===== src/rtl/esu_pkg.sv =====
package esu_pkg;

   typedef enum logic [1:0] {
      EDGE_NONE = 2'd0,
      EDGE_RISE = 2'd1,
      EDGE_FALL = 2'd2,
      EDGE_BOTH = 2'd3
   } edge_sel_e;

   // control word, msb first
   typedef struct packed {
      logic      ovr_ie_b;
      logic      cap_ie_b;
      logic      ovr_ie_a;
      logic      cap_ie_a;
      logic      cmp_mode;
      edge_sel_e esel_b;
      edge_sel_e esel_a;
      logic [1:0] src;
   } ctl_t;

   localparam int CTL_W  = $bits(ctl_t);
   localparam int REG_AW = 2;
   localparam int NUM_CH = 2;
   localparam int STS_W  = 2 * NUM_CH;

   localparam logic [REG_AW-1:0] ADDR_CTL  = 2'd0;
   localparam logic [REG_AW-1:0] ADDR_STS  = 2'd1;
   localparam logic [REG_AW-1:0] ADDR_CAPA = 2'd2;
   localparam logic [REG_AW-1:0] ADDR_CAPB = 2'd3;

endpackage


===== src/rtl/esu_sync_edge.sv =====
module esu_sync_edge #(
   parameter int STAGES = 2
) (
   input  logic clk,
   input  logic rst_n,
   input  logic din,
   output logic rise,
   output logic fall
);
   // STAGES synchronizer flops plus one history flop
   logic [STAGES:0] pipe_q;

   always_ff @(posedge clk) begin
      if (!rst_n) pipe_q <= '0;
      else        pipe_q <= {pipe_q[STAGES-1:0], din};
   end

   assign rise =  pipe_q[STAGES-1] & ~pipe_q[STAGES];
   assign fall = ~pipe_q[STAGES-1] &  pipe_q[STAGES];

endmodule


===== src/rtl/esu_cap_chan.sv =====
module esu_cap_chan
   import esu_pkg::*;
#(
   parameter int W = 16
) (
   input  logic          clk,
   input  logic          rst_n,
   input  logic          rise,
   input  logic          fall,
   input  edge_sel_e     esel,
   input  logic          arm,
   input  logic [W-1:0]  cnt,
   input  logic          clr_cap,
   input  logic          clr_ovr,
   output logic [W-1:0]  cap_val,
   output logic          cap_flag,
   output logic          ovr_flag
);
   logic edge_ok;
   logic hit;

   always_comb begin
      case (esel)
         EDGE_RISE: edge_ok = rise;
         EDGE_FALL: edge_ok = fall;
         EDGE_BOTH: edge_ok = rise | fall;
         default:   edge_ok = 1'b0;
      endcase
   end

   assign hit = arm & edge_ok;

   always_ff @(posedge clk) begin
      if (!rst_n) begin
         cap_val  <= '0;
         cap_flag <= 1'b0;
         ovr_flag <= 1'b0;
      end else begin
         if (hit) cap_val <= cnt;
         // capture beats a simultaneous clear
         cap_flag <= hit | (cap_flag & ~clr_cap);
         // an acknowledged flag does not count as lost data
         ovr_flag <= (hit & cap_flag & ~clr_cap) | (ovr_flag & ~clr_ovr);
      end
   end

endmodule


===== src/rtl/esu_regs.sv =====
module esu_regs
   import esu_pkg::*;
#(
   parameter int W = 16
) (
   input  logic              clk,
   input  logic              rst_n,
   input  logic              bus_we,
   input  logic [REG_AW-1:0] bus_addr,
   input  logic [W-1:0]      bus_wdata,
   output logic [W-1:0]      bus_rdata,
   input  logic [STS_W-1:0]  sts,
   input  logic [W-1:0]      capv_a,
   input  logic [W-1:0]      capv_b,
   output ctl_t              ctl,
   output logic [STS_W-1:0]  clr
);
   ctl_t         ctl_q;
   logic [W-1:0] ctl_rd;
   logic [W-1:0] sts_rd;

   always_ff @(posedge clk) begin
      if (!rst_n)                              ctl_q <= '0;
      else if (bus_we && bus_addr == ADDR_CTL) ctl_q <= ctl_t'(bus_wdata[CTL_W-1:0]);
   end

   assign ctl = ctl_q;
   assign clr = (bus_we && bus_addr == ADDR_STS) ? bus_wdata[STS_W-1:0] : '0;

   generate
      if (W > CTL_W) begin : g_ctl_pad
         assign ctl_rd = {{(W-CTL_W){1'b0}}, ctl_q};
      end else begin : g_ctl_full
         assign ctl_rd = W'(ctl_q);
      end
      if (W > STS_W) begin : g_sts_pad
         assign sts_rd = {{(W-STS_W){1'b0}}, sts};
      end else begin : g_sts_full
         assign sts_rd = W'(sts);
      end
   endgenerate

   always_comb begin
      case (bus_addr)
         ADDR_CTL:  bus_rdata = ctl_rd;
         ADDR_STS:  bus_rdata = sts_rd;
         ADDR_CAPA: bus_rdata = capv_a;
         default:   bus_rdata = capv_b;
      endcase
   end

endmodule


===== src/rtl/edge_stamp_unit.sv =====
module edge_stamp_unit
   import esu_pkg::*;
#(
   parameter int CNT_W       = 16,
   parameter int SYNC_STAGES = 2
) (
   input  logic              clk,
   input  logic              rst_n,
   input  logic [CNT_W-1:0]  cnt0_val,
   input  logic [CNT_W-1:0]  cnt1_val,
   input  logic              cnt0_run,
   input  logic              cnt1_run,
   input  logic              cap_in_a,
   input  logic              cap_in_b,
   input  logic              bus_we,
   input  logic [REG_AW-1:0] bus_addr,
   input  logic [CNT_W-1:0]  bus_wdata,
   output logic [CNT_W-1:0]  bus_rdata,
   output logic              irq_a,
   output logic              irq_b
);
   generate
      if (CNT_W < CTL_W) begin : g_chk_width
         $error("edge_stamp_unit: CNT_W must cover the control word");
      end
      if (SYNC_STAGES < 2) begin : g_chk_sync
         $error("edge_stamp_unit: SYNC_STAGES must be at least 2");
      end
   endgenerate

   ctl_t             ctl;
   logic [STS_W-1:0] clr;
   logic [STS_W-1:0] sts;

   logic [CNT_W-1:0] sel_cnt;
   logic             sel_run;
   logic             cmp_on;
   logic             arm;

   logic [NUM_CH-1:0] pin, rise, fall, cflag, oflag, cap_ie, ovr_ie, irq_vec;
   edge_sel_e         esel   [NUM_CH];
   logic [CNT_W-1:0]  capv   [NUM_CH];

   edge_sel_e        esel_a, esel_b;
   logic [CNT_W-1:0] capv_a, capv_b;

   assign sel_cnt = ctl.src[0] ? cnt1_val : cnt0_val;
   assign sel_run = ctl.src[0] ? cnt1_run : cnt0_run;
   assign cmp_on  = ctl.cmp_mode;
   assign arm     = sel_run & ~cmp_on;

   assign pin     = {cap_in_b, cap_in_a};
   assign esel[0] = ctl.esel_a;
   assign esel[1] = ctl.esel_b;
   assign cap_ie  = {ctl.cap_ie_b, ctl.cap_ie_a};
   assign ovr_ie  = {ctl.ovr_ie_b, ctl.ovr_ie_a};

   generate
      for (genvar ch = 0; ch < NUM_CH; ch++) begin : g_ch
         esu_sync_edge #(.STAGES(SYNC_STAGES)) u_sync (
            .clk  (clk),
            .rst_n(rst_n),
            .din  (pin[ch]),
            .rise (rise[ch]),
            .fall (fall[ch])
         );

         esu_cap_chan #(.W(CNT_W)) u_chan (
            .clk     (clk),
            .rst_n   (rst_n),
            .rise    (rise[ch]),
            .fall    (fall[ch]),
            .esel    (esel[ch]),
            .arm     (arm),
            .cnt     (sel_cnt),
            .clr_cap (clr[2*ch]),
            .clr_ovr (clr[2*ch+1]),
            .cap_val (capv[ch]),
            .cap_flag(cflag[ch]),
            .ovr_flag(oflag[ch])
         );

         assign sts[2*ch]   = cflag[ch];
         assign sts[2*ch+1] = oflag[ch];
         assign irq_vec[ch] = (cflag[ch] & cap_ie[ch]) | (oflag[ch] & ovr_ie[ch]);
      end
   endgenerate

   assign esel_a = esel[0];
   assign esel_b = esel[1];
   assign capv_a = capv[0];
   assign capv_b = capv[1];
   assign irq_a  = irq_vec[0];
   assign irq_b  = irq_vec[1];

   esu_regs #(.W(CNT_W)) u_regs (
      .clk      (clk),
      .rst_n    (rst_n),
      .bus_we   (bus_we),
      .bus_addr (bus_addr),
      .bus_wdata(bus_wdata),
      .bus_rdata(bus_rdata),
      .sts      (sts),
      .capv_a   (capv_a),
      .capv_b   (capv_b),
      .ctl      (ctl),
      .clr      (clr)
   );

endmodule


===== config.mk =====
export PLATFORM = sky130hd
export DESIGN_NAME = edge_stamp_unit
export DESIGN_NICKNAME = d
export VERILOG_FILES = /design/src/rtl/esu_pkg.sv /design/src/rtl/esu_sync_edge.sv /design/src/rtl/esu_cap_chan.sv /design/src/rtl/esu_regs.sv /design/src/rtl/edge_stamp_unit.sv
export SDC_FILE = /design/constraint.sdc
export NUM_CORES = 1
export LEC_CHECK = 0
export BUFFER_PORTS_ARGS = -buffer_cell sky130_fd_sc_hd__buf_2
export CAP_MARGIN = 20
export CORE_UTILIZATION = 50
export DETAILED_ROUTE_END_ITERATION = 10
export GPL_TIMING_DRIVEN = 0
export MAX_ROUTING_LAYER = met4
export PLACE_DENSITY = 0.77
export SLEW_MARGIN = 5
export SYNTH_ARGS = -nofsm -noshare
export SYNTH_HDL_FRONTEND = slang
export SYNTH_SLANG_ARGS = --single-unit

===== constraint.sdc =====
create_clock -name clk -period 4 [get_ports clk]
set_input_delay 1 -clock clk [delete_from_list [all_inputs] [get_ports clk]]
set_output_delay 1 -clock clk [all_outputs]
set_load 0.02 [all_outputs]

; Word-level counts from Yosys, hierarchy flattened
; Index checks and enable logic that the tools add are counted.
[word_totals]
wordCells = 69
ff_bits = 53
[classes]
mux = 6
eq_ne = 8
n_reduce_logical = 3
bitwise_logic = 36
[op_table]
columns = operator, n
row1 = one-hot mux 16 bit (3 select lines), 1
row2 = AND 1 bit, 19
row3 = two-way mux 16 bit, 1
row4 = "equality test 2 bit, second input constant", 5
row5 = inverter 1 bit, 9
row6 = OR 1 bit, 8
row7 = "equality test 2 x 1 -> 1 bit, second input constant", 3
row8 = one-hot mux 1 bit (3 select lines), 2
row9 = two-way mux 4 bit, 1
row10 = logical AND 1 bit, 2
row11 = zero test 2 bit, 1
row12 = two-way mux 1 bit, 1

; Depth between registers and ports, before layout
; Gate-level depths: netlist of the first run.
[depth]
word_depth = 8
mapped_depth = 8

; Hierarchy
; A second synthesis of the first run with hierarchy kept.
[hier_totals]
hier_cells = 280
area_unflattened_um2 = 2780.2
[modules_own_cells]
columns = mod, instances, seq_area_each_um2, area_each_um2, cells_per_inst
row1 = esu_cap_chan, 2, 360.3, 733.2, 78
row2 = esu_regs, 1, 220.2, 854.6, 86
row3 = edge_stamp_unit, 1, 0.0, 276.5, 22
row4 = esu_sync_edge, 2, 60.1, 91.3, 8

; Least setup slack after synthesis of the first run
; No wires, ideal clock.
[synth_path]
kind = input-to-output
startpoint = in bus_addr[0]
endpoint = out bus_rdata[5]
slack_ps = 956
required_time_ps = 3000
arrival_time_ps = 2044
n_path_buf = 2
cell_stages = 4
path_cell_list = buf_2 buf_2 mux2_2 a22o_1
[synth_via]
elab_chain_cells = 2
word_cells_on_any_way = 4
[synth_lines]
columns = item, line_no
row1 = start: declaration, edge_stamp_unit.sv:16  ; input logic [REG_AW-1:0] bus_addr,
row2 = equality test 2 bit (tied with other cells), esu_regs.sv:44  ; case (bus_addr)
row3 = one-hot mux 16 bit (3 select lines) (*), esu_regs.sv:44
row4 = end: declaration, edge_stamp_unit.sv:18  ; output logic [CNT_W-1:0] bus_rdata,
; Mark *: on every way between the ends. The rest lies on a longest branch, timed or not.

; Final worst setup path of the first run
; Same ends and word-level chain as after synthesis.

==> impl_results.md, run 1 <==
- Yosys cell types: 28
- Rows: 26
- Met2 routed WL: 3.177 mm
- Overflow after GRT: 0
- Most common cell after layout, fill and taps aside: buf_2
- Worst path max stage delay: 0.39 ns
- Initial antenna violation count: 0
- Syn Area/Cell: 8.485 um^2
- Worst-Margin Slew: 0.5147 ns
- Drt first pass iters: 4
- Most frequent cells in the layout: buf_2, nand2_1, dfxtp_1, nor2_1, a22oi_1
- Total power: 0.9820 mW
- Maximum VDD drop: 260.1 uV
- Die H: 75.23 um
- Family with the most delay on the worst path: buffers and inverters
- CP arrival: about 2.4 ns
- Yosys Warn Count: 0
- Synth top area share: 39.57%
- Starting Density: 52.17%
- CTS sink cnt: 53
- Post-synth EDFFs: 0
- Worst hold path class: reg -> reg
- R2R depth: 7
- CP startpoint kind: input pin
- DR vias: 2,495
- RSZ-0062 raised after global routing: no
- Crit-path max FO: 10
- DIE WIDTH: 75.23 um
- Endpoints failing hold: 0
- Hold-fix buffers, CTS: 0
- Critical path depth in cells: 5
- Post-DP HPWL: between 5 and 6 mm
- Wl on met1: 3.154 mm
- Max-slew violations: 0
- Clock Tree Buf Depth: 2
- Vias per cell: 5.448
- Hold path depth: 1
- Finish-stage setup viols: 0
- Root Buffer: clkbuf_8
- FF+latch count, synth: 53
- GP Congestion: 0.8555
- Port Buffers: 64
- Setup repair bufs after CTS: 0
- # resized after CTS: 0
- Power per cell area: 307.8 nW/um^2
- Setup TNS: 0 ns
- DRC violations left: 0
- CTS Buf Count: 5
- Worst Path Buf+Inv: 3
- Clock Latency Late Sink: between 0.3 and 0.4 ns
- I/O pins: 75
- Cell Chain, Critical Path: buf_2, buf_2, mux2_2, a22o_1, buf_2
- Synth Instances: 316
- Avg WL per Cell: roughly 15 um
- Max Freq: 0.2983 GHz
- CTS clk-pin slew, worst paths: 0.09 ns
- Setup crit end kind: primary output
- Async SR Flop Fraction: 0%
- CTS tree: done
- H-tree depth: 2
- Leakage: 1.587 nW
- Number of global-route vias before repair: about 2,200
- Total Nets Final: 448
- Clk_skew: approximately 0.0060 ns
- Seq/Total Area, Yosys: 39.57%
- Dominant cell type by area after synthesis: dfxtp_1
- Period utilization: about 84%
- Layout cells sized above 1: 26.29%
- Worst rel slew slack: 65.69%
- Slowest CP cell: mux2_2
- Syn-to-layout area delta: 18.99%
- Routed wire length: 6.885 mm
- Die area: approximately 5700 um^2
- 1st-iter DRT viols: ~200
- Prevailing post-synth register cell: dfxtp_1
- Most used cell along the critical path: buf_2
- DR top layer: met4
- Core area: 5140 um^2
- Min Clock Period, post-route: 3.352 ns
- Mapped cell area: 2681 um^2
- First-pass GRT wire length: around 11 mm
- Syn_nets: 377
- Largest net degree at the start of global routing: 16
- Final ANT Viol Nets: 0
- Fillers: ~480
- Met3 WL: ~480 um
- Ranking of synthesized cells by area: dfxtp_1, nand2_1, a22oi_1
- WS Path Type: in -> out
- Max-cap violations: 0
- # diodes: 0
- Status: finished clean
- Req. time, crit path: 3.00 ns
- All-Layer GR Usage: a little over a quarter
-- through the flow --
stage / cells / instance area [um^2] / util (%) / hold slack [ns] / setup WS [ns]
4_1_cts: 458 / 3191 / 62.07 / 0.4407 / 0.6321
3_3_place_gp: 450 / 3089 / 60.10 / 0.4139 / 0.6314
3_5_place_dp: 450 / 3089 / 60.10 / 0.4195 / 0.6337
5_1_grt: 458 / 3191 / 62.07 / 0.4653 / 0.5967
2_1_floorplan: 316 / 2681 / - / 0.4119 / 0.9564
6_report: 458 / 3191 / 62.07 / 0.4403 / 0.6479
-- Yosys cell counts, types with 2 or more instances --
| cell | n |
|---|---|
| a22oi_1 | 31 |
| nor2_1 | 32 |
| nand2_1 | 63 |
| a21boi_0 | 13 |
| inv_1 | 20 |
| clkbuf_1 | 15 |
| a21oi_1 | 2 |
| buf_6 | 4 |
| dfxtp_1 | 53 |
| nand3b_1 | 2 |
| and2_1 | 7 |
| a31o_2 | 2 |
| a22o_1 | 9 |
| mux2i_1 | 6 |
| ha_1 | 4 |
| buf_2 | 7 |
| a21bo_2 | 2 |
| nor2b_1 | 9 |
| mux2_2 | 7 |
| a32oi_1 | 16 |
| mux4_2 | 4 |
| o21ai_0 | 2 |
-- worst paths after layout --
check | from | to | slack [ns]
worst min register to register | g_ch[0].u_sync.pipe_q[0] | g_ch[0].u_sync.pipe_q[1] | 0.44
worst min-delay path | g_ch[0].u_sync.pipe_q[0] | g_ch[0].u_sync.pipe_q[1] | 0.44
worst max-delay path | bus_addr[0] | bus_rdata[5] | 0.65
worst max register to register | g_ch[1].u_sync.pipe_q[1] | g_ch[1].u_chan.cap_val[8] | 2.04
-- metal layers --
metal	track usage, %	vias up
li1	-	1231
met1	35.77	1164
met2	41.84	93
met3	4.953	7
met4	8.642	0
met5	-	-
-- flip-flops by register name (all words and copies together), names as in the netlist --
signal and flops:
g_ch.u_chan.cap_val 32, g_ch.u_sync.pipe_q 6, g_ch.u_chan.ovr_flag 2, u_regs.ctl 11, g_ch.u_chan.cap_flag 2
-- where the power goes --
part	internal, mW	switching (mW)
clock network	0.157	0.172
logic	0.0466	0.0662
registers	0.535	0.00483
-- area by class of cell --
cell class / count / area [um^2] / share of cell area, %
Multi-Input combinational cell: 215 / 1398 / 43.80
Sequential cell: 53 / 1061 / 33.25
Timing Repair Buffer: 64 / 320.3 / 10.04
Buffer: 28 / 147.6 / 4.627
Clock buffer: 7 / 96.34 / 3.020
Tap cell: 70 / 87.58 / 2.745
Inverter: 20 / 75.07 / 2.353
Clock inverter: 1 / 5.005 / 0.1569
-- cell families (layout without fill, tap and decap cells) --
| family | Yosys count | count (layout) | share of synthesized area [%] |
|---|---|---|---|
| AO/OA/AOI/OAI | 78 | 78 | 23.10 |
| adder cells (fa/ha/maj) | 4 | 4 | 1.867 |
| buffers and inverters | 48 | 120 | 8.306 |
| flip-flops | 53 | 53 | 39.57 |
| multiplexers | 17 | 17 | 8.540 |
| AND/OR/NAND/NOR | 116 | 116 | 18.62 |
No activity file was read; power rests on OpenSTA's default activity.
==> inputs of run 2 (changes only) <==
Settings changed: CORE_UTILIZATION 50 to 47, PLACE_DENSITY 0.77 to 0.76.
Clock period 4 ns to 2.8 ns, I/O delays scaled along.
==> run 2 against run 1 <==
Combinational power grew 43%. Critical path depth is the same. Final cell count grew 0.44%. Sequential share of layout area grew 0.13 points. Flip-flop and latch count is the same. Total power grew 38%. Critical endpoint unchanged. Highest routed layer unchanged.
==> impl_results.md, run 2 (synthesis results as in run 1) <==
- Fillers: 519
- RSZ-0062 raised after global routing: no
- DR vias: 2,542
- Syn-to-layout area delta: 18.53%
- Post-DP HPWL: 5.062 mm
- 1st-iter DRT viols: 147
- CP arrival: 2.00 ns
- Layout cells sized above 1: 25.77%
- Crit-path max FO: 10
- Placement-stage worst setup slack: 0.05268 ns
- Drt first pass iters: 4
- Placed Area: about 3100 um^2
- Final ANT Viol Nets: 0
- # diodes: 0
- Overflow after GRT: 0
- Root Buffer: clkbuf_8
- Routed wire length: 6.816 mm
- Sw frac: 25.51%
- Total power: 1.354 mW
- Core area: between 5000 and 6000 um^2
- All-Layer GR Usage: 24.10%
- Reg with most FFs: g_ch.u_chan.cap_val
- Min Clock Period, post-route: 2.697 ns
- Die area: 6011 um^2
- Max-slew violations: 0
- Clock Tree Buf Depth: 2
- Hold path depth: 1
- Period utilization: 96.33%
- Hold-fix buffers, CTS: 0
- Largest net degree at the start of global routing: 16
- Req. time, crit path: approximately 2.1 ns
- Most common cell after layout, fill and taps aside: buf_2
- WS Path Type: in -> out
- Final WS setup: 0.1027 ns
- First-pass GRT wire length: 11.06 mm
- Worst hold path class: reg -> reg
- Largest register FFs: 32
- Area of the multi-input gates: 1398 um^2
- I/O pins: 75
- Rows: 27
- CTS Buf Count: 5
- Maximum VDD drop: 230.9 uV
- CTS sink cnt: 53
- Finish-stage setup viols: 0
- FF+latch area: 1061 um^2
- Endpoints failing hold: 0
- Leakage: approximately 1.6 nW
- Vias per cell: between 5 and 6
- GP Congestion: 0.8329
- Worst-Margin Slew: 0.5373 ns
- Avg WL per Cell: around 15 um
- Clock Latency Late Sink: 0.30 ns
- Initial antenna violation count: 0
- Pint: just over 1 mW
- # resized after CTS: 0
- Power per cell area: 426.2 nW/um^2
- Finished Cell Area: 3178 um^2
- CTS tree: done
- Port Buffers: 64
- Proportion of power drawn by the clock network: about 31%
- Starting Density: 48.69%
- Clk_skew: 0.006397 ns
- Max-cap violations: 0
- Setup TNS: 0 ns
- Net Sw Power: 0.3455 mW
- CTS clk-pin slew, worst paths: around 0.090 ns
- Setup repair bufs after CTS: 0
- DIE WIDTH: 77.53 um
- Number of global-route vias before repair: between 2,000 and 2,500
- DRC violations left: 0
- Status: finished clean
- Share of power burned in combinational logic: 11.9%
- R2R depth: 7
- Die H: 77.53 um
- H-tree depth: 2
- Setup crit end kind: primary output
- Total Nets Final: 448
- Most frequent cells in the layout: buf_2, nand2_1, dfxtp_1, nor2_1, a22oi_1
- Worst rel slew slack: 64.18%
- Flop pwr share: a little under three fifths
- CP startpoint kind: input pin
- Max Freq: 0.3707 GHz
==> run 2: cell count changes in the layout (fill, tap and decap cells not counted), sizes merged <==
| cell | before | now |
|---|---|---|
| buf | 77 | 76 |
| clkbuf | 22 | 23 |
| clkinv | 1 | 0 |
| clkinvlp | 0 | 1 |
==> run 2: worst paths after layout <==
kind | start | endpoint | slack [ns]
min | g_ch[0].u_sync.pipe_q[0] | g_ch[0].u_sync.pipe_q[1] | 0.44
min reg2reg | g_ch[0].u_sync.pipe_q[0] | g_ch[0].u_sync.pipe_q[1] | 0.44
max reg2reg | g_ch[0].u_sync.pipe_q[1] | g_ch[0].u_chan.cap_val[1] | 0.81
max | bus_addr[0] | bus_rdata[5] | 0.10
==> run 2: final cells by class <==
cell class              instances  share of cell area, %
inverters                      20                  2.362
plain buffers                  28                  4.724
flip-flops and latches         53                  33.39
multi-input cells             215                  43.98
well taps                      72                  2.835
clock buffers                   7                  2.402
repair buffers                 64                  10.08
clock inverters                 1                 0.2362
==> run 2: metrics by stage <==
stage	hold slack (ns)	util (%)	cells
floorplan	0.4119	-	316
global placement	0.4167	56.15	452
detailed placement	0.4237	56.15	452
CTS	0.4458	57.67	460
global route	0.4842	57.71	460
finish	0.4429	57.71	460
==> run 2: worst max-delay path: stages <==
cell and delay [ns]:
buf_2 0.24, clkbuf_4 0.32, mux2_2 0.38, a22o_1 0.19, buf_2 0.16
==> run 2: routing by layer <==
metal / global-route usage (%) / up-vias / wire length (um)
li1: - / 1235 / -
met1: 30.04 / 1216 / 3040
met2: 39.03 / 78 / 3321
met3: 5.176 / 13 / 333
met4: 7.358 / 0 / 121
met5: - / - / 0
==> run 2: power by group through the flow <==
stage	registers, mW	logic (mW)	clock network (mW)
3_3_place_gp	0.789	0.158	0
2_1_floorplan	0.787	0.0967	0
3_5_place_dp	0.790	0.161	0
6_report	0.772	0.162	0.421
4_1_cts	0.772	0.161	0.422
5_1_grt	0.774	0.179	0.451
==> inputs of run 3 (changes only) <==
Settings changed: CELL_PAD_IN_SITES_DETAIL_PLACEMENT set to 1, CELL_PAD_IN_SITES_GLOBAL_PLACEMENT set to 1, CORE_UTILIZATION 47 to 34, PLACE_DENSITY 0.76 to not set, PLACE_DENSITY_LB_ADDON set to 0.1.
==> run 3 against run 2 <==
Sequential power about the same. Critical endpoint unchanged. Final cell count up 6.5%. Utilization down 16 points. Register-to-register slack about the same. Critical path depth unchanged.
==> impl_results.md, run 3 (synthesis results as in run 1) <==
- Die H: 90.81 um
- Hold-fix buffers, CTS: 0
- Reg-to-reg setup timing slack: slightly above 0.8 ns
- Largest register FFs: 32
- Pint: 1.010 mW
- CP arrival: 2.00 ns
- Fillers: 973
- Largest net degree at the start of global routing: 18
- Worst hold path class: reg -> reg
- Flop pwr share: 55.6%
- Worst rel slew slack: between 50% and 60%
- Proportion of power drawn by the clock network: 32.4%
- Finish-stage setup viols: 0
- Vias per cell: ~5
- Rows: 32
- Max-cap violations: 0
- Final ANT Viol Nets: 0
- Hold path depth: 1
- CP startpoint kind: input pin
- DIE WIDTH: 90.81 um
- Overflow after GRT: 0
- Max-slew violations: 0
- Clk_skew: 0.01580 ns
- DR vias: 2,468
- Port Buffers: 64
- Syn-to-layout area delta: 20.16%
- Core area: 7687 um^2
- Req. time, crit path: 2.10 ns
- Post-DP HPWL: 6.162 mm
- CTS clk-pin slew, worst paths: 0.09 ns
- # diodes: 0
- Finished Cell Area: 3222 um^2
- Setup crit end kind: primary output
- Max Freq: ~0.37 GHz
- 1st-iter DRT viols: 77
- Most common cell after layout, fill and taps aside: buf_2
- Hold Path End: g_ch[1].u_sync.pipe_q[1]
- Setup repair bufs after CTS: 0
- WS Path Type: in -> out
- Status: finished clean
- Starting Density: 34.88%
- CTS tree: done
- Leakage: 1.578 nW
- Share of power burned in combinational logic: 12.0%
- CTS sink cnt: 53
- Post-layout util: a little over two fifths
- Min Clock Period, post-route: 2.696 ns
- CTS Buf Count: 5
- RSZ-0062 raised after global routing: no
- Crit-path max FO: 10
- Net Sw Power: around 0.38 mW
- H-tree depth: 2
- Clock Tree Buf Depth: 2
- Setup TNS: 0 ns
- Period utilization: between 90% and 100%
- Most frequent cells in the layout: buf_2, nand2_1, dfxtp_1, nor2_1, a22oi_1
- Sw frac: 27.29%
- Layout cells sized above 1: a little over a quarter
- FF-to-FF End: g_ch[0].u_chan.cap_val[1]
- Reg-to-reg startpoint: g_ch[0].u_sync.pipe_q[1]
- Root Buffer: clkbuf_8
- DRC violations left: 0
- Placed Area: around 3100 um^2
- First-pass GRT wire length: around 13 mm
- GP Congestion: approximately 0.73
- FF+latch area: ~1100 um^2
- Initial antenna violation count: 0
- Final hold slack: ~0.44 ns
- I/O pins: 75
- Total power: 1.389 mW
- Routed wire length: 8.150 mm
- Hold_sp: g_ch[1].u_sync.pipe_q[0]
- Drt first pass iters: 4
- Area of the multi-input gates: between 1000 and 1500 um^2
- R2R depth: 7
- Number of global-route vias before repair: 2,570
- Maximum VDD drop: 245.1 uV
- Worst-Margin Slew: between 0.6 and 0.7 ns
- Avg WL per Cell: about 17 um
- Die area: 8246 um^2
- Total Nets Final: ~450
- # resized after CTS: 0
- Reg with most FFs: g_ch.u_chan.cap_val
- All-Layer GR Usage: 20.88%
- Clock Latency Late Sink: roughly 0.32 ns
- Endpoints failing hold: 0
- Power per cell area: 431.2 nW/um^2
## run 3: cell types whose count changed in the layout (fill, tap and decap cells not counted)
cell      before  now
clkbuf_1      17   15
clkinv_2       0    1
inv_6          0    1
## run 3: final cells by class
class / instances / share of cell area, %
clock buffers: 5 / 2.136
plain buffers: 28 / 4.660
multi-input cells: 215 / 43.38
inverters: 20 / 2.330
clock inverters: 3 / 0.6602
well taps: 102 / 3.961
repair buffers: 64 / 9.942
flip-flops and latches: 53 / 32.93
## run 3: worst max-delay path by stage
stage	endpoint	start	cells past startpoint	slack, ns
2_1_floorplan	bus_rdata[5]	bus_addr[0]	4	0.36
3_3_place_gp	bus_rdata[5]	bus_addr[0]	5	0.02
3_5_place_dp	bus_rdata[5]	bus_addr[0]	5	0.03
4_1_cts	bus_rdata[5]	bus_addr[0]	5	0.03
5_1_grt	bus_rdata[5]	bus_addr[0]	5	0.05
6_report	bus_rdata[5]	bus_addr[0]	5	0.10
## run 3: metrics by stage
step                      cells  setup WS (ns)
after floorplan             316         0.3564
after global placement      482        0.01805
after detailed placement    482        0.03403
after CTS                   490        0.03205
after global routing        490        0.04684
final                       490         0.1044
## run 3: critical path: stages
cell      delay [ns]
buf_2           0.25
clkbuf_4        0.32
mux2_2          0.38
a22o_1          0.18
buf_2           0.15
## run 3: metal layers
layer	part of all wire [%]	track usage, %
met5	0	-
met4	0.83	3.968
met3	5.2	2.946
met2	48	35.23
met1	46	26.78
## run 3: power by group through the flow
stage                     logic (mW)  clock network (mW)  registers [mW]
after floorplan               0.0967                   0           0.787
after global placement         0.166                   0           0.790
after detailed placement       0.168                   0           0.790
after CTS                      0.169               0.462           0.773
after global routing           0.187               0.489           0.774
final                          0.167               0.450           0.773
